`src/rtl/xlate_pkg.sv`:
```
package xlate_pkg;

  typedef enum logic [2:0] {
    ST_IDLE,
    ST_LOOK,
    ST_FETCH,
    ST_WAIT,
    ST_RESP
  } xl_state_e;

  typedef struct packed {
    logic sup;
    logic wr;
    logic rd;
  } xl_perm_t;

  function automatic logic perm_ok(xl_perm_t p, logic is_wr, logic is_priv);
    return (is_wr ? p.wr : p.rd) && (is_priv || !p.sup);
  endfunction

endpackage

```
`src/rtl/xlate_victim.sv`:
```
module xlate_victim #(
  parameter int WAYS  = 4,
  parameter int WAY_W = $clog2(WAYS)
) (
  input  logic             clk,
  input  logic             rst_n,
  input  logic             flush,
  input  logic             fill,
  input  logic [WAYS-1:0]  way_vld,
  output logic [WAY_W-1:0] victim
);
  logic [WAY_W-1:0] rr_q;

  always_comb begin
    logic found;
    found  = 1'b0;
    victim = rr_q;
    for (int w = 0; w < WAYS; w++) begin
      if (!way_vld[w] && !found) begin
        victim = WAY_W'(w);
        found  = 1'b1;
      end
    end
  end

  always_ff @(posedge clk or negedge rst_n) begin
    if (!rst_n)
      rr_q <= '0;
    else if (flush)
      rr_q <= '0;
    else if (fill)
      rr_q <= (victim == WAY_W'(WAYS - 1)) ? '0 : victim + 1'b1;
  end
endmodule

```
`src/rtl/xlate_tlb.sv`:
```
module xlate_tlb
  import xlate_pkg::*;
#(
  parameter int SETS  = 4,
  parameter int WAYS  = 4,
  parameter int TAG_W = 6,
  parameter int PPN_W = 6,
  localparam int IDX_W = $clog2(SETS),
  localparam int WAY_W = $clog2(WAYS)
) (
  input  logic             clk,
  input  logic             rst_n,
  input  logic             flush,
  input  logic [IDX_W-1:0] lk_idx,
  input  logic [TAG_W-1:0] lk_tag,
  output logic             lk_hit,
  output logic [PPN_W-1:0] lk_ppn,
  output xl_perm_t         lk_perm,
  input  logic             fill_en,
  input  logic [IDX_W-1:0] fill_idx,
  input  logic [TAG_W-1:0] fill_tag,
  input  logic [PPN_W-1:0] fill_ppn,
  input  xl_perm_t         fill_perm
);
  logic [WAYS-1:0]  vld_q  [SETS];
  logic [TAG_W-1:0] tag_q  [SETS][WAYS];
  logic [PPN_W-1:0] ppn_q  [SETS][WAYS];
  xl_perm_t         perm_q [SETS][WAYS];
  logic [WAY_W-1:0] vic    [SETS];

  for (genvar s = 0; s < SETS; s++) begin : g_set
    xlate_victim #(.WAYS(WAYS)) u_vic (
      .clk     (clk),
      .rst_n   (rst_n),
      .flush   (flush),
      .fill    (fill_en && !flush && (fill_idx == IDX_W'(s))),
      .way_vld (vld_q[s]),
      .victim  (vic[s])
    );
  end

  always_comb begin
    lk_hit  = 1'b0;
    lk_ppn  = '0;
    lk_perm = '0;
    for (int w = 0; w < WAYS; w++) begin
      if (vld_q[lk_idx][w] && (tag_q[lk_idx][w] == lk_tag) && !lk_hit) begin
        lk_hit  = 1'b1;
        lk_ppn  = ppn_q[lk_idx][w];
        lk_perm = perm_q[lk_idx][w];
      end
    end
  end

  always_ff @(posedge clk or negedge rst_n) begin
    if (!rst_n) begin
      for (int s = 0; s < SETS; s++) vld_q[s] <= '0;
    end else if (flush) begin
      for (int s = 0; s < SETS; s++) vld_q[s] <= '0;
    end else if (fill_en) begin
      vld_q[fill_idx][vic[fill_idx]] <= 1'b1;
    end
  end

  always_ff @(posedge clk) begin
    if (fill_en && !flush) begin
      tag_q[fill_idx][vic[fill_idx]]  <= fill_tag;
      ppn_q[fill_idx][vic[fill_idx]]  <= fill_ppn;
      perm_q[fill_idx][vic[fill_idx]] <= fill_perm;
    end
  end
endmodule

```
`src/rtl/addr_xlate_unit.sv`:
```
module addr_xlate_unit
  import xlate_pkg::*;
#(
  parameter int VA_W   = 14,
  parameter int OFS_W  = 6,
  parameter int PPN_W  = 6,
  parameter int SETS   = 4,
  parameter int WAYS   = 4,
  parameter int MEM_AW = 12
) (
  input  logic                   clk,
  input  logic                   rst_n,
  input  logic                   flush,
  input  logic [MEM_AW-1:0]      ptbase,
  input  logic                   req_valid,
  output logic                   req_ready,
  input  logic [VA_W-1:0]        req_va,
  input  logic                   req_write,
  input  logic                   req_priv,
  output logic                   rsp_valid,
  input  logic                   rsp_ready,
  output logic [PPN_W+OFS_W-1:0] rsp_pa,
  output logic                   rsp_hit,
  output logic                   rsp_pfault,
  output logic                   rsp_prot,
  output logic                   busy,
  output logic                   mem_req_valid,
  input  logic                   mem_req_ready,
  output logic [MEM_AW-1:0]      mem_req_addr,
  input  logic                   mem_rsp_valid,
  input  logic [PPN_W+3:0]       mem_rsp_data
);
  localparam int VPN_W = VA_W - OFS_W;
  localparam int IDX_W = $clog2(SETS);
  localparam int TAG_W = VPN_W - IDX_W;
  localparam int PA_W  = PPN_W + OFS_W;
  localparam int B_VLD = PPN_W;

  xl_state_e        state_q;
  logic [VA_W-1:0]  va_q;
  logic             wr_q, priv_q;
  logic [PA_W-1:0]  pa_q;
  logic             hit_q, pf_q, pr_q;

  logic [VPN_W-1:0] vpn;
  logic [OFS_W-1:0] ofs;
  logic             tlb_hit;
  logic [PPN_W-1:0] tlb_ppn;
  xl_perm_t         tlb_perm;
  logic             pte_vld;
  logic [PPN_W-1:0] pte_ppn;
  xl_perm_t         pte_perm;
  logic             fill_en;

  assign vpn      = va_q[VA_W-1:OFS_W];
  assign ofs      = va_q[OFS_W-1:0];
  assign pte_ppn  = mem_rsp_data[PPN_W-1:0];
  assign pte_vld  = mem_rsp_data[B_VLD];
  assign pte_perm = mem_rsp_data[PPN_W+3:PPN_W+1];
  assign fill_en  = (state_q == ST_WAIT) && mem_rsp_valid && pte_vld;

  xlate_tlb #(
    .SETS  (SETS),
    .WAYS  (WAYS),
    .TAG_W (TAG_W),
    .PPN_W (PPN_W)
  ) u_tlb (
    .clk       (clk),
    .rst_n     (rst_n),
    .flush     (flush),
    .lk_idx    (vpn[IDX_W-1:0]),
    .lk_tag    (vpn[VPN_W-1:IDX_W]),
    .lk_hit    (tlb_hit),
    .lk_ppn    (tlb_ppn),
    .lk_perm   (tlb_perm),
    .fill_en   (fill_en),
    .fill_idx  (vpn[IDX_W-1:0]),
    .fill_tag  (vpn[VPN_W-1:IDX_W]),
    .fill_ppn  (pte_ppn),
    .fill_perm (pte_perm)
  );

  assign req_ready     = (state_q == ST_IDLE);
  assign rsp_valid     = (state_q == ST_RESP);
  assign busy          = (state_q == ST_FETCH) || (state_q == ST_WAIT);
  assign mem_req_valid = (state_q == ST_FETCH);
  assign mem_req_addr  = ptbase + MEM_AW'(vpn);
  assign rsp_pa        = pa_q;
  assign rsp_hit       = hit_q;
  assign rsp_pfault    = pf_q;
  assign rsp_prot      = pr_q;

  always_ff @(posedge clk or negedge rst_n) begin
    if (!rst_n) begin
      state_q <= ST_IDLE;
      va_q    <= '0;
      wr_q    <= 1'b0;
      priv_q  <= 1'b0;
      pa_q    <= '0;
      hit_q   <= 1'b0;
      pf_q    <= 1'b0;
      pr_q    <= 1'b0;
    end else begin
      unique case (state_q)
        ST_IDLE: if (req_valid) begin
          va_q    <= req_va;
          wr_q    <= req_write;
          priv_q  <= req_priv;
          state_q <= ST_LOOK;
        end
        ST_LOOK: if (tlb_hit) begin
          hit_q   <= 1'b1;
          pf_q    <= 1'b0;
          pr_q    <= !perm_ok(tlb_perm, wr_q, priv_q);
          pa_q    <= perm_ok(tlb_perm, wr_q, priv_q) ? {tlb_ppn, ofs} : '0;
          state_q <= ST_RESP;
        end else begin
          state_q <= ST_FETCH;
        end
        ST_FETCH: if (mem_req_ready) state_q <= ST_WAIT;
        ST_WAIT: if (mem_rsp_valid) begin
          hit_q   <= 1'b0;
          pf_q    <= !pte_vld;
          pr_q    <= pte_vld && !perm_ok(pte_perm, wr_q, priv_q);
          pa_q    <= (pte_vld && perm_ok(pte_perm, wr_q, priv_q)) ? {pte_ppn, ofs} : '0;
          state_q <= ST_RESP;
        end
        ST_RESP: if (rsp_ready) state_q <= ST_IDLE;
        default: state_q <= ST_IDLE;
      endcase
    end
  end
endmodule

```
`config.mk`:
```
export PLATFORM = sky130hd
export DESIGN_NAME = addr_xlate_unit
export DESIGN_NICKNAME = d
export VERILOG_FILES = /design/src/rtl/xlate_pkg.sv /design/src/rtl/xlate_victim.sv /design/src/rtl/xlate_tlb.sv /design/src/rtl/addr_xlate_unit.sv
export SDC_FILE = /design/constraint.sdc
export NUM_CORES = 1
export LEC_CHECK = 0
export BUFFER_PORTS_ARGS = -buffer_cell sky130_fd_sc_hd__buf_2
export CAP_MARGIN = 0
export CORE_MARGIN = 5
export CORE_UTILIZATION = 47
export CTS_CLUSTER_DIAMETER = 50
export DETAILED_ROUTE_END_ITERATION = 8
export SETUP_SLACK_MARGIN = 0.2
export SLEW_MARGIN = 30
export SYNTH_ARGS = -nofsm -noshare
export SYNTH_HDL_FRONTEND = slang
export SYNTH_HIERARCHICAL = 1
export SYNTH_SLANG_ARGS = --single-unit
```
`constraint.sdc`:
```
create_clock -name clk -period 4.3 [get_ports clk]
set_input_delay 0.215 -clock clk [delete_from_list [all_inputs] [get_ports clk]]
set_output_delay 0.215 -clock clk [all_outputs]
set_load 0.02 [all_outputs]
```
# Word level (Yosys, flattened, before mapping)
# Memory sizes are Yosys's and may differ from the RTL's.
# Index checks and enable logic that the tools add are counted.
[word_totals]
mem_count = 3
wordCells = 222
register_bits = 58
ramBits = 240
[mem_list]
columns = ["memory", "depth", "width", "read_ports", "rd_clocked_by_memory_dff", "write_ports", "line", "rtl"]
rows = [
  ["u_tlb.ppn_q", 4, 24, 1, 0, 1, "xlate_tlb.sv:27", "logic [PPN_W-1:0] ppn_q [SETS][WAYS];"],
  ["u_tlb.tag_q", 4, 24, 1, 0, 1, "xlate_tlb.sv:26", "logic [TAG_W-1:0] tag_q [SETS][WAYS];"],
  ["u_tlb.perm_q", 4, 12, 1, 0, 1, "xlate_tlb.sv:28", "xl_perm_t perm_q [SETS][WAYS];"],
]
[op_classes]
n_mux = 93
eq_ne = 20
n_reduce_logical = 76
magnitude_cmp = 6
addsub = 5
bitwise_logic = 3
[ops]
columns = ["operator", "n"]
rows = [
  ["$mux 12", 5],
  ["$mux 2", 30],
  ["$logic_and 1x1->1", 33],
  ["$mux 16", 2],
  ["$mux 3", 10],
  ["$mux 6", 5],
  ["$logic_not 1->1", 29],
  ["$mux 1", 26],
  ["$eq 6x6->1", 4],
  ["$mux 24", 1],
  ["$pmux 12 s2", 1],
  ["$or 16x16->16", 1],
  ["$pmux 3 s5", 1],
  ["$add 12x8->12", 1],
  ["$demux 6 s2", 1],
  ["$eq 2x2->1 const B", 6],
  ["$mux 4", 3],
  ["$reduce_bool 2->1", 6],
  ["$add 2x1->2 const B", 4],
  ["$bmux 4 s2", 1],
  ["$demux 4 s2", 1],
  ["$demux 3 s2", 1],
  ["$eq 3x2->1 const B", 2],
  ["$ge 3x3->1 const B", 2],
  ["other kinds (18)", 27],
]

# Longest topological paths before layout
# Gate-level depths: netlist of run 1.
[logic_depth]
depth_word = 21
depth_mapped = 15
mapped_depth_nobuf = 11

# Modules after synthesis
# The synthesis of run 1 kept the hierarchy.
[modules_own_cells]
columns = ["mod", "area_each_um2", "seq_area_each_um2", "instances", "cells_per_inst"]
rows = [
  ["xlate_tlb", 10269.8, 7607.3, 1, 538],
  ["addr_xlate_unit", 2055.7, 850.8, 1, 190],
  ["xlate_victim", 146.4, 50.0, 4, 16],
]

# Worst setup path after synthesis of run 1
# No wires, ideal clock.
[synth_timing]
path_kind = "register to register"
from = "register va_q[6]"
to = "register pa_q[10] (netlist: rsp_pa[10])"
period_less_slack_ns = 3.100
setup_ns = 0.118
path_stages_with_launch = 14
path_slack_ns = 1.200
path_buffers = 2
arrival_ns = 2.982
required_ns = 4.182
path_cell_list = "dfrtp_1 -> buf_4 -> mux4_2 -> xnor2_1 -> nand2_1 -> nor4_4 -> inv_2 -> and4b_1 -> buf_6 -> o2bb2ai_1 -> or2b_1 -> o2111ai_1 -> nor2_1 -> a21o_1"
[synth_rtl]
columns = ["element", "line", "rtl"]
rows = [
  ["start, declared", "addr_xlate_unit.sv:40", "logic [VA_W-1:0] va_q;"],
  ["start signal, assigned", "addr_xlate_unit.sv:106", "va_q <= req_va;"],
  ["end signal, assigned", "addr_xlate_unit.sv:115", "pa_q <= perm_ok(tlb_perm, wr_q, priv_q) ? {tlb_ppn, ofs} : '0;"],
  ["end signal, assigned", "addr_xlate_unit.sv:125", "pa_q <= (pte_vld && perm_ok(pte_perm, wr_q, priv_q)) ? {pte_ppn, ofs} : '0;"],
  ["end, declared", "addr_xlate_unit.sv:42", "logic [PA_W-1:0] pa_q;"],
]

==> results by group, run 1 <==
Placed design
  – Number of buffers added on ports: 75
  – Gpl congestion: around 0.8
  – DP Wirelength: approximately 18000 um
  – Pre-CTS setup slack: 0.4822 ns

Layout
  – Multi-input logic area: 3900 um2
  – Register Area: 8666 um2
  – # diodes: 0
  – Fillers: 2144
  – Layout cells sized above 1: 27.16%
  – NumNets Final: 968
  – Layout area overhead: 15.85%

Critical path
  – Critical path startpoint category: flop
  – CP Data Required Time: roughly 4.7 ns
  – Critical path class: flop to flop
  – CP arrival: between 4 and 5 ns
  – Critical-path top delay cell: dfrtp_4
  – Delay of the slowest cell on the worst path: 0.79 ns
  – Worst-path fanout max: 32
  – Worst path cell trace: mux4_2 -> xnor2_1 -> nand3_1 -> or4_1 -> and4b_1 -> o2bb2ai_1 -> or2b_1 -> o2111ai_1 -> nor2_1 -> a21o_1
  – CP Capture Type: flop

Pwr
  – Max IR drop VDD: 0.2702 mV
  – Pwr Density: ~600 nW/um2
  – Cell leakage power: 5.314 nW
  – Post-route total power: ~9 mW

STA
  – RSZ-0062 raised after global routing: no
  – Fin crit period: 3.798 ns
  – Fmax: 263.3 MHz
  – Fin crit share: 88.34%
  – Clock Skew: between 0.015 and 0.02 ns
  – Setup TNS: 0 ns
  – Actual slew at the worst max-slew pin: 0.9305 ns
  – Worst setup margin: 0.5015 ns
  – Setup violations, final: 0
  – Final hold vios: 0
  – Slew HR: ~38%
  – Max-slew violations: 0

Clock network
  – TritonCTS clock tree: done
  – Reg clk slew, reported paths: around 0.06 ns
  – Post-cts resize count: 0
  – H-Tree Depth: 2
  – Setup Fix Bufs, Post-CTS: 0
  – Cts hold-fix bufs: 18
  – CTS Buf Count: 34
  – Clock Root Buffer: clkbuf_16
  – Clk buf depth: 3
  – Skew-Pair Late Insertion Delay: around 0.51 ns
  – Clock sink total: 298

GRT
  – Initial antenna violation count: 0
  – Vias in the first global route: roughly 7700
  – Largest net degree at the start of global routing: 59
  – First-pass GRT wire length: approximately 44000 um
  – GR Overflow Total: 0
  – Total track usage: 18.48%

Drt
  – DRT Pass-1 Iters: 4
  – ANT nets after route: 0
  – Routed len/inst: 22.06 um
  – Vias: 7419
  – Drt drc: 0
  – Drt total wl: 28230 um
  – Vias per cell: slightly below 6
  – 1st-iter DRT viols: 637

Floorplan
  – Num rows: 60
  – Io pins: 76
  – Die area: 30880 um2
  – Initial Util: 47.77%
  – Die Height: 175.7 um
  – Core area: 27030 um2
  – Die width: 175.7 um

Synth
  – Post-synth ARST share: approximately a fifth
  – Mean Syn Cell Area: 16.30 um2
  – Synth Register Bits: 298
  – Yosys warnings: 6
  – Mapped cell area: 12910 um2
  – Sequential share of the synthesized area: 67.06%
  – Number of flops mapped to enable cells by yosys: 240
  – Yosys cell types: 74
  – Post-Syn Instances: 792
  – Top_reg_cell synth: edfxtp_1
  – Net count after synthesis: roughly 850

Job
  – Max Cap Viol: 0

Min path
  – Hold Path Class: input port to flop

Run status
  – Status: finished, final reports clean
cell families after synthesis:
logic type / share of synthesized area, %
XOR/XNOR: 2.781
multiplexers: 12.35
AO/OA/AOI/OAI: 7.772
flip-flops: 67.06
adder cells (fa/ha/maj): 0.9304
buffers and inverters: 2.733
AND/OR/NAND/NOR: 6.377
critical path: cells and delay by family (launching register included):
kind	cells	cell delay [ns]
AND/OR/NAND/NOR	5	1.60
flip-flops	1	0.79
multiplexers	1	0.60
AO/OA/AOI/OAI	3	0.57
XOR/XNOR	1	0.15
where the power goes:
group / internal [mW] / switching, mW / total (mW)
clock: 1.55 / 1.12 / 2.67
combinational: 1.19 / 1.33 / 2.51
sequential: 3.42 / 0.389 / 3.81
cells in the final DEF (no fill, tap or decap), types with 11 or more instances in the layout:
| master | Yosys | routed |
|---|---|---|
| o22ai_1 | 18 | 18 |
| buf_4 | 6 | 31 |
| dlygate4sd3_1 | 0 | 18 |
| mux2i_1 | 15 | 15 |
| a31oi_1 | 13 | 13 |
| inv_1 | 36 | 36 |
| o21ai_0 | 18 | 18 |
| clkbuf_16 | 0 | 34 |
| a21oi_1 | 12 | 12 |
| xor2_1 | 20 | 20 |
| mux2_2 | 17 | 17 |
| nor2_1 | 42 | 42 |
| mux4_2 | 55 | 55 |
| a22o_1 | 11 | 11 |
| xnor2_1 | 21 | 21 |
| nor2b_1 | 11 | 11 |
| edfxtp_1 | 240 | 240 |
| buf_2 | 12 | 75 |
| dfrtp_1 | 58 | 56 |
| nand2_1 | 29 | 29 |
final timing paths:
kind                                                end     startpoint  cells after the start  slack (ns)
setup / recovery                              rsp_pa[8]        va_q[6]                     10        0.50
hold / removal                               state_q[0]  mem_rsp_valid                      3        0.03
setup reg to reg                              rsp_pa[8]        va_q[6]                     10        0.50
hold reg to reg                               rsp_pa[3]        va_q[3]                      1        0.49
max in group asynchronous                       va_q[7]          rst_n                      3        3.32
min in group asynchronous  u_tlb/g_set[0].u_vic/rr_q[0]          rst_n                      3        0.40
Yosys cell counts (all sizes together) (4+ instances only):
master / count / area, um2
o22ai: 18 / 112.6
and2: 7 / 43.79
nand2: 30 / 115.1
nand2b: 7 / 43.79
inv: 38 / 142.6
mux2: 17 / 191.4
dfrtp: 58 / 1451
nand4: 6 / 37.54
ha: 8 / 100.1
a21oi: 13 / 76.33
a21o: 8 / 60.06
xor2: 20 / 175.2
edfxtp: 240 / 7207
nand3b: 5 / 50.05
nand3: 8 / 40.04
mux4: 55 / 1239
a22o: 11 / 96.34
a31oi: 13 / 81.33
o2bb2ai: 9 / 91.34
nor2: 42 / 157.7
o311a: 4 / 40.04
nor4: 4 / 61.31
a311oi: 4 / 60.06
buf: 23 / 153.9
xnor2: 21 / 183.9
a211oi: 4 / 30.03
clkbuf: 15 / 56.30
nor2b: 15 / 103.9
o21ai: 24 / 135.1
mux2i: 16 / 163.9
registers in the layout, indices dropped and copies added (netlist names), 3 cells and up:
name and cells:
rsp_pa 12, state_q 3, u_tlb/g_set.u_vic/rr_q 8, u_tlb/perm_q 48, u_tlb/ppn_q 96, u_tlb/tag_q 96
u_tlb/vld_q 16, va_q 14
layer usage:
layer | global-route usage (%) | share of wire [%] | vias to the layer above
met5 | 0 | 0 | -
met3 | 3.142 | 5.7 | 50
met4 | 5.068 | 2.3 | 0
met1 | 27.07 | 45 | 3792
met2 | 28.96 | 47 | 220
li1 | - | - | 3357
cell type report:
class                      count  area share (%)
sequential                   298           57.93
multi-input combinational    418           26.07
inverter                      38          0.9536
clock inverter                16          0.8867
timing repair buffer         124           5.270
clock buffer                  45           6.031
tap                          341           2.852
metrics by stage:
| stage | area, um2 | util [%] | hold slack [ns] | cells |
|---|---|---|---|---|
| floorplan | 12910 | - | -0.08059 | 792 |
| global placement | 13740 | 50.85 | 0.4004 | 1201 |
| detailed placement | 13740 | 50.85 | 0.4170 | 1201 |
| CTS | 14960 | 55.35 | 0.01013 | 1280 |
| global route | 14960 | 55.35 | 0.03006 | 1280 |
| finish | 14960 | 55.35 | 0.03252 | 1280 |
No activity file was read; power rests on OpenSTA's default activity.
==> run 2, diff against run 1 <==
Settings changed: SYNTH_HIERARCHICAL 1 to not set.
==> results by group, run 2 <==
Run status
  – Status: finished, final reports clean (unchanged)

GRT
  – Total track usage: 18.70% (was 18.48%)
  – Met2 usage: 29.77% (was 28.96%)
  – Routing usage on met1: 27.05% (was 27.07%)
  – GR Overflow Total: 0 (unchanged)
  – M3 GR Usage: 3.141% (was 3.142%)
  – Vias in the first global route: 7346 (was 7698)
  – GRT Max-Usage Layer: met2 (unchanged)
  – First-pass GRT wire length: 44030 um (was 44430 um)
  – Largest net degree at the start of global routing: 59 (unchanged)
  – Initial antenna violation count: 0 (unchanged)

Clock network
  – Skew-Pair Late Insertion Delay: 0.50 ns (was 0.51 ns)
  – Reg clk slew, reported paths: 0.06 ns (about the same)
  – TritonCTS clock tree: done (unchanged)
  – H-Tree Depth: 2 (unchanged)
  – Clock sink total: 298 (unchanged)
  – CTS Buf Count: 34 (unchanged)
  – Clk buf depth: 3 (unchanged)
  – Clock Root Buffer: clkbuf_16 (unchanged)

Placed design
  – Pre-CTS setup slack: 0.4803 ns (was 0.4822 ns)
  – DP Wirelength: 17840 um (was 18420 um)
  – Number of buffers added on ports: 75 (unchanged)
  – Placed cell areas: 13440 um2 (was 13740 um2)
  – Gpl congestion: 0.8156 (was 0.8209)

Drt
  – ANT nets after route: 0 (unchanged)
  – Drt total wl: 28290 um (was 28230 um)
  – Drt drc: 0 (unchanged)
  – Vias per cell: 5.685 (was 5.796)
  – Vias: 7175 (was 7419)
  – Routed len/inst: 22.41 um (was 22.06 um)
  – 1st-iter DRT viols: 574 (was 637)
  – DRT Pass-1 Iters: 5 (was 4)

Layout
  – # diodes: 0 (unchanged)
  – Layout cells sized above 1: 26.17% (was 27.16%)
  – Most common cell after layout, fill and taps aside: edfxtp_1 (unchanged)
  – Most frequent cells in the layout: edfxtp_1 (240), buf_2 (75), dfrtp_1 (56) (unchanged)
  – Register Area: 8666 um2 (unchanged)
  – Multi-input logic area: 3608 um2 (was 3900 um2)
  – Fin area: 14870 um2 (was 14960 um2)
  – Fillers: 2089 (was 2144)
  – NumNets Final: 950 (was 968)
  – Layout area overhead: 17.98% (was 15.85%)

STA
  – Actual slew at the worst max-slew pin: 0.9229 ns (was 0.9305 ns)
  – Clock Skew: 0.01739 ns (was 0.01688 ns)
  – Slew HR: 38.47% (was 37.97%)
  – Fmax: 271.9 MHz (was 263.3 MHz)
  – Max-slew violations: 0 (unchanged)
  – Setup violations, final: 0 (unchanged)
  – Fin crit period: 3.677 ns (was 3.798 ns)
  – Fin crit share: 85.52% (was 88.34%)
  – Worst setup margin: 0.6228 ns (was 0.5015 ns)
  – Final hold vios: 0 (unchanged)
  – Setup TNS: 0 ns (unchanged)
  – RSZ-0062 raised after global routing: no (unchanged)

Critical path
  – Delay of the slowest cell on the worst path: 0.60 ns (was 0.79 ns)
  – Reg2reg path depth: 10 (unchanged)
  – CP Capture Type: flop (unchanged)
  – Family with the most delay on the worst path: compound AO/OA/AOI/OAI gates (was simple AND/OR/NAND/NOR gates)
  – Crit. path cell count: 10 (unchanged)
  – Critical path class: flop to flop (unchanged)
  – Crit-path most repeated cell: buf_4
  – Reg-to-reg setup timing slack: 0.62 ns (was 0.50 ns)
  – Critical path startpoint category: flop (unchanged)
  – CP arrival: 4.04 ns (was 4.23 ns)
  – Reg2reg start: va_q[7] (was va_q[6])
  – Bufs and invs on worst path: 2 (was 0)
  – CP Data Required Time: 4.67 ns (was 4.74 ns)
  – Worst path cell trace: buf_4 -> mux4_2 -> xor2_1 -> nor2_1 -> o2111a_1 -> buf_4 -> a21oi_1 -> a211oi_1 -> o22a_1 -> o31ai_1 (was mux4_2 -> xnor2_1 -> nand3_1 -> or4_1 -> and4b_1 -> o2bb2ai_1 -> or2b_1 -> o2111ai_1 -> nor2_1 -> a21o_1)
  – Critical-path top delay cell: dfrtp_4 (unchanged)
  – Worst-path fanout max: 31 (was 32)
  – RR Endpoint: rsp_pa[8] (unchanged)

Synth
  – Post-Syn Instances: 766 (was 792)
  – Biggest area consumer among synthesized cells: edfxtp_1 (unchanged)
  – Net count after synthesis: 820 (was 846)
  – Mapped cell area: 12600 um2 (was 12910 um2)
  – Top-area cell type share of the netlist area: 57.20% (was 55.82%)
  – Synth Register Bits: 298 (unchanged)
  – Post-synth ARST share: 19.46% (unchanged)
  – Leading cell types by count after synthesis: edfxtp_1 (240), dfrtp_1 (58), mux4_2 (49) (was edfxtp_1 (240), dfrtp_1 (58), mux4_2 (55))
  – Number of flops mapped to enable cells by yosys: 240 (unchanged)
  – Yosys warnings: 0 (was 6)
  – Mean Syn Cell Area: 16.45 um2 (was 16.30 um2)
  – Top cells by area, synth: edfxtp_1 (57%), dfrtp_1 (12%), mux4_2 (8.8%) (was edfxtp_1 (56%), dfrtp_1 (11%), mux4_2 (9.6%))
  – Most numerous cell in the Yosys netlist: edfxtp_1 (unchanged)
  – Top_reg_cell synth: edfxtp_1 (unchanged)
  – Sequential share of the synthesized area: 68.72% (was 67.06%)
  – Yosys cell types: 56 (was 74)

Floorplan
  – Die area: 30180 um2 (was 30880 um2)
  – Die width: 173.7 um (was 175.7 um)
  – Initial Util: 47.28% (was 47.77%)
  – Die Height: 173.7 um (was 175.7 um)
  – Core area: 26650 um2 (was 27030 um2)
  – Io pins: 76 (unchanged)
  – Num rows: 60 (unchanged)

Min path
  – Min-Delay Endpoint: rsp_hit (was state_q[0])
  – Hold Path Class: input port to flop (unchanged)
  – WHS Path Cells: 4 (was 3)
  – HP Start: mem_rsp_valid (unchanged)

Pwr
  – Max IR drop VDD: 0.2853 mV (was 0.2702 mV)
  – Pwr Density: 612.6 nW/um2 (was 601.4 nW/um2)
  – Cell leakage power: 5.392 nW (was 5.314 nW)

Job
  – Max Cap Viol: 0 (unchanged)
[run 2: metal layers]
| metal | routed length (um) | vias to the layer above |
|---|---|---|
| li1 | - | 3241 |
| met5 | 0 | - |
| met2 | 13550 | 168 |
| met3 | 1233 | 45 |
| met1 | 12880 | 3721 |
| met4 | 625 | 0 |
[run 2: per-stage QoR]
stage | power, mW | hold WS [ns] | util, % | std cells
after floorplan | 5.489 | -0.08059 | - | 766
after global placement | 6.103 | 0.4031 | 50.42 | 1176
after detailed placement | 6.159 | 0.4218 | 50.42 | 1176
after CTS | 9.138 | 0.04519 | 55.54 | 1257
after global routing | 9.548 | 0.06354 | 55.78 | 1262
final | 9.107 | 0.06692 | 55.78 | 1262
[run 2: where the power goes]
group / total, mW / switching, mW / leakage (nW) / internal [mW]
clock: 2.92 / 1.09 / 0.566 / 1.83
combinational: 2.49 / 1.34 / 1.90 / 1.16
sequential: 3.70 / 0.300 / 2.92 / 3.40
total: 9.11 / 2.73 / 5.39 / 6.38
[run 2: what timing repair did]
| item | in CTS | in global routing |
|---|---|---|
| hold buffers | 19 | 0 |
| setup endpoints to repair | 2 | 2 |
| gates cloned | 0 | 0 |
| gates resized for setup | 0 | 2 |
| endpoints found under the hold margin | 76 | 0 |
| setup buffers | 1 | 5 |
[run 2: how the worst max path moves through the flow]
stage	start	end	slack, ns
CTS	va_q[6]	mem_req_addr[10]	0.28
floorplan	va_q[6]	u_tlb.perm_q[3][10]	0.76
detailed placement	va_q[6]	rsp_pa[11]	0.48
global placement	va_q[6]	rsp_pa[2]	0.61
global route	va_q[7]	mem_req_addr[10]	0.31
finish	va_q[7]	rsp_pa[8]	0.62
[run 2: logic make-up (layout without fill, tap and decap cells)]
family / after synthesis / in the layout / synth area share [%]
buffers and inverters: 70 / 225 / 2.651
muxes: 103 / 103 / 13.23
adders and majority gates: 9 / 9 / 0.9534
and+or+nand+nor: 137 / 137 / 5.541
AOI/OAI and AO/OA: 106 / 106 / 5.919
xor gates and xnor gates: 43 / 43 / 2.989
DFF: 298 / 298 / 68.72
[run 2: area by class of cell]
type | count | share of cell area [%]
multi-input cells | 398 | 24.27
inverters | 31 | 0.8080
clock buffers | 46 | 6.515
well taps | 341 | 2.870
clock inverters | 15 | 1.246
repair buffers | 133 | 5.993
flip-flops and latches | 298 | 58.29
[run 2: worst register-to-register path: cells and delay by family, from the launching register on]
| kind | cells | cell delay, ns |
|---|---|---|
| AO/OA/AOI/OAI | 5 | 1.45 |
| XOR/XNOR | 1 | 0.17 |
| buffers and inverters | 2 | 0.72 |
| flip-flops | 1 | 0.60 |
| multiplexers | 1 | 0.39 |
| AND/OR/NAND/NOR | 1 | 0.22 |
==> run 3, diff against run 2 <==
Settings changed: PLACE_DENSITY set to 0.67.
Clock period 4.3 ns to 3.37 ns, I/O delays scaled along.
==> results by group, run 3 (synthesized netlist as in run 2, its figures left out) <==
Pwr
  – Pwr Density: 777.4 nW/um2 (was 612.6 nW/um2)
  – Post-route total power: 11.88 mW (was 9.107 mW)
  – Cell leakage power: 5.579 nW (was 5.392 nW)
  – Max IR drop VDD: 0.4434 mV (was 0.2853 mV)

Critical path
  – Reg2reg start: va_q[6] (was va_q[7])
  – CP arrival: 3.63 ns (was 4.04 ns)
  – Critical path class: flop to flop (unchanged)
  – CP Data Required Time: 3.80 ns (was 4.67 ns)
  – Worst-path fanout max: 10 (was 31)
  – End of the critical path: rsp_prot (was rsp_pa[8])
  – Critical path startpoint category: flop (unchanged)
  – Crit path launch: va_q[6] (was va_q[7])
  – RR Endpoint: rsp_prot (was rsp_pa[8])
  – CP Capture Type: flop (unchanged)
  – Reg-to-reg setup timing slack: 0.17 ns (was 0.62 ns)
  – Reg2reg path depth: 12 (was 10)

Layout
  – Most frequent cells in the layout: edfxtp_1 (240), buf_4 (73), buf_2 (72) (was edfxtp_1 (240), buf_2 (75), dfrtp_1 (56))
  – NumNets Final: 988 (was 950)
  – Fin area: 15290 um2 (was 14870 um2)
  – # diodes: 0 (unchanged)
  – Layout cells sized above 1: 32.25% (was 26.17%)
  – Most common cell after layout, fill and taps aside: edfxtp_1 (unchanged)
  – Layout area overhead: 21.32% (was 17.98%)
  – Fillers: 2040 (was 2089)

Drt
  – 1st-iter DRT viols: 593 (was 574)
  – DRT Pass-1 Iters: 5 (unchanged)
  – Drt total wl: 27750 um (was 28290 um)
  – ANT nets after route: 0 (unchanged)
  – Drt drc: 0 (unchanged)
  – Vias: 7223 (was 7175)
  – Vias per cell: 5.560 (was 5.685)
  – Routed len/inst: 21.37 um (was 22.41 um)

STA
  – Clock Skew: 0.008005 ns (was 0.01739 ns)
  – Slew HR: 46.57% (was 38.47%)
  – RSZ-0062 raised after global routing: yes (was no)
  – Setup TNS: 0 ns (unchanged)
  – Fmax: 312.5 MHz (was 271.9 MHz)
  – Actual slew at the worst max-slew pin: 0.8014 ns (was 0.9229 ns)
  – Fin crit share: 94.95% (was 85.52%)
  – Fin crit period: 3.200 ns (was 3.677 ns)
  – WHS: 0.02356 ns (was 0.06692 ns)
  – Setup violations, final: 0 (unchanged)
  – Final hold vios: 0 (unchanged)
  – Max-slew violations: 0 (unchanged)

GRT
  – Vias in the first global route: 7360 (was 7346)
  – Total track usage: 17.89% (was 18.70%)
  – First-pass GRT wire length: 42680 um (was 44030 um)
  – GR Overflow Total: 0 (unchanged)
  – Largest net degree at the start of global routing: 32 (was 59)
  – Initial antenna violation count: 0 (unchanged)

Floorplan
  – Io pins: 76 (unchanged)
  – Num rows: 60 (unchanged)
  – Die width: 173.7 um (unchanged)
  – Core area: 26650 um2 (unchanged)
  – Initial Util: 47.28% (unchanged)
  – Die Height: 173.7 um (unchanged)
  – Die area: 30180 um2 (unchanged)

Job
  – Max Cap Viol: 0 (unchanged)

Placed design
  – Placed cell areas: 13690 um2 (was 13440 um2)
  – DP Wirelength: 17670 um (was 17840 um)
  – Gpl congestion: 0.8269 (was 0.8156)
  – Number of buffers added on ports: 75 (unchanged)

Clock network
  – Reg clk slew, reported paths: 0.06 ns (about the same)
  – Clock Root Buffer: clkbuf_16 (unchanged)
  – Clk buf depth: 3 (unchanged)
  – Clock sink total: 298 (unchanged)
  – Skew-Pair Late Insertion Delay: 0.55 ns (was 0.50 ns)
  – TritonCTS clock tree: done (unchanged)
  – CTS Buf Count: 30 (was 34)
  – H-Tree Depth: 1 (was 2)

Min path
  – Hold Path Class: input port to flop (unchanged)
  – WHS Path Cells: 3 (was 4)

Run status
  – Status: finished, final reports clean (unchanged)
-- run 3: changes by cell type in the layout (fill, tap and decap cells not counted), sizes merged --
cell | before | now
buf | 114 | 154
clkbuf | 46 | 43
clkinv | 8 | 7
clkinvlp | 1 | 2
dlygate4sd3 | 19 | 20
inv | 33 | 32
-- run 3: worst min-delay path by stage --
stage / startpoint / endpoint
CTS: mem_rsp_data[8] / u_tlb.perm_q[0][10]
finish: mem_req_ready / state_q[0]
detailed placement: rst_n / va_q[9]
global placement: rst_n / va_q[9]
floorplan: rst_n / priv_q
global route: mem_rsp_data[8] / u_tlb.perm_q[3][1]
-- run 3: what timing repair did --
item | in CTS | in global routing
buffers inserted | 17 | 7
setup endpoints to repair | 19 | 21
cloned | 0 | 1
hold buffers | 20 | 0
endpoints found under the hold margin | 50 | 0
pin swaps | 5 | 17
gates resized for setup | 17 | 33
-- run 3: critical path, stage by stage (launching register included) --
cell      delay, ns
dfrtp_4        0.51
buf_12         0.16
buf_12         0.14
buf_12         0.13
mux4_2         0.42
xnor2_1        0.19
nor2_1         0.08
and4_1         0.21
or4_4          0.47
o211ai_4       0.26
buf_12         0.17
nor2_2         0.03
a221o_1        0.30
-- run 3: layer usage --
metal	GRT usage (%)	wire length [um]	part of all wire, %	up-vias
met5	0	0	0	-
met4	4.619	654	2.4	0
met3	3.075	1415	5.1	49
met2	28.65	13340	48	188
met1	25.80	12340	44	3678
li1	-	-	-	3308
-- run 3: metrics by stage --
step,cells,utilization (%),setup WS (ns)
after floorplan,766,-,0.06948
after global placement,1198,51.36,0.1527
after detailed placement,1198,51.36,0.09231
after CTS,1291,56.59,0.1537
after global routing,1299,57.36,0.01580
final,1299,57.36,0.1702
-- run 3: final cells by class --
| cell class | instances | area [um2] | share of cell area, % |
|---|---|---|---|
| Multi-Input combinational cell | 398 | 3771 | 24.67 |
| Timing Repair Buffer | 175 | 1287 | 8.423 |
| Inverter | 31 | 116.4 | 0.7612 |
| Sequential cell | 298 | 8665 | 56.68 |
| Clock buffer | 42 | 837.1 | 5.476 |
| Tap cell | 341 | 426.7 | 2.791 |
| Clock inverter | 14 | 182.7 | 1.195 |
-- run 3: power breakdown --
part / total (mW) / switching (mW) / internal (mW)
sequential: 4.60 / 0.267 / 4.33
clock: 3.39 / 1.35 / 2.04
combinational: 3.89 / 2.01 / 1.88
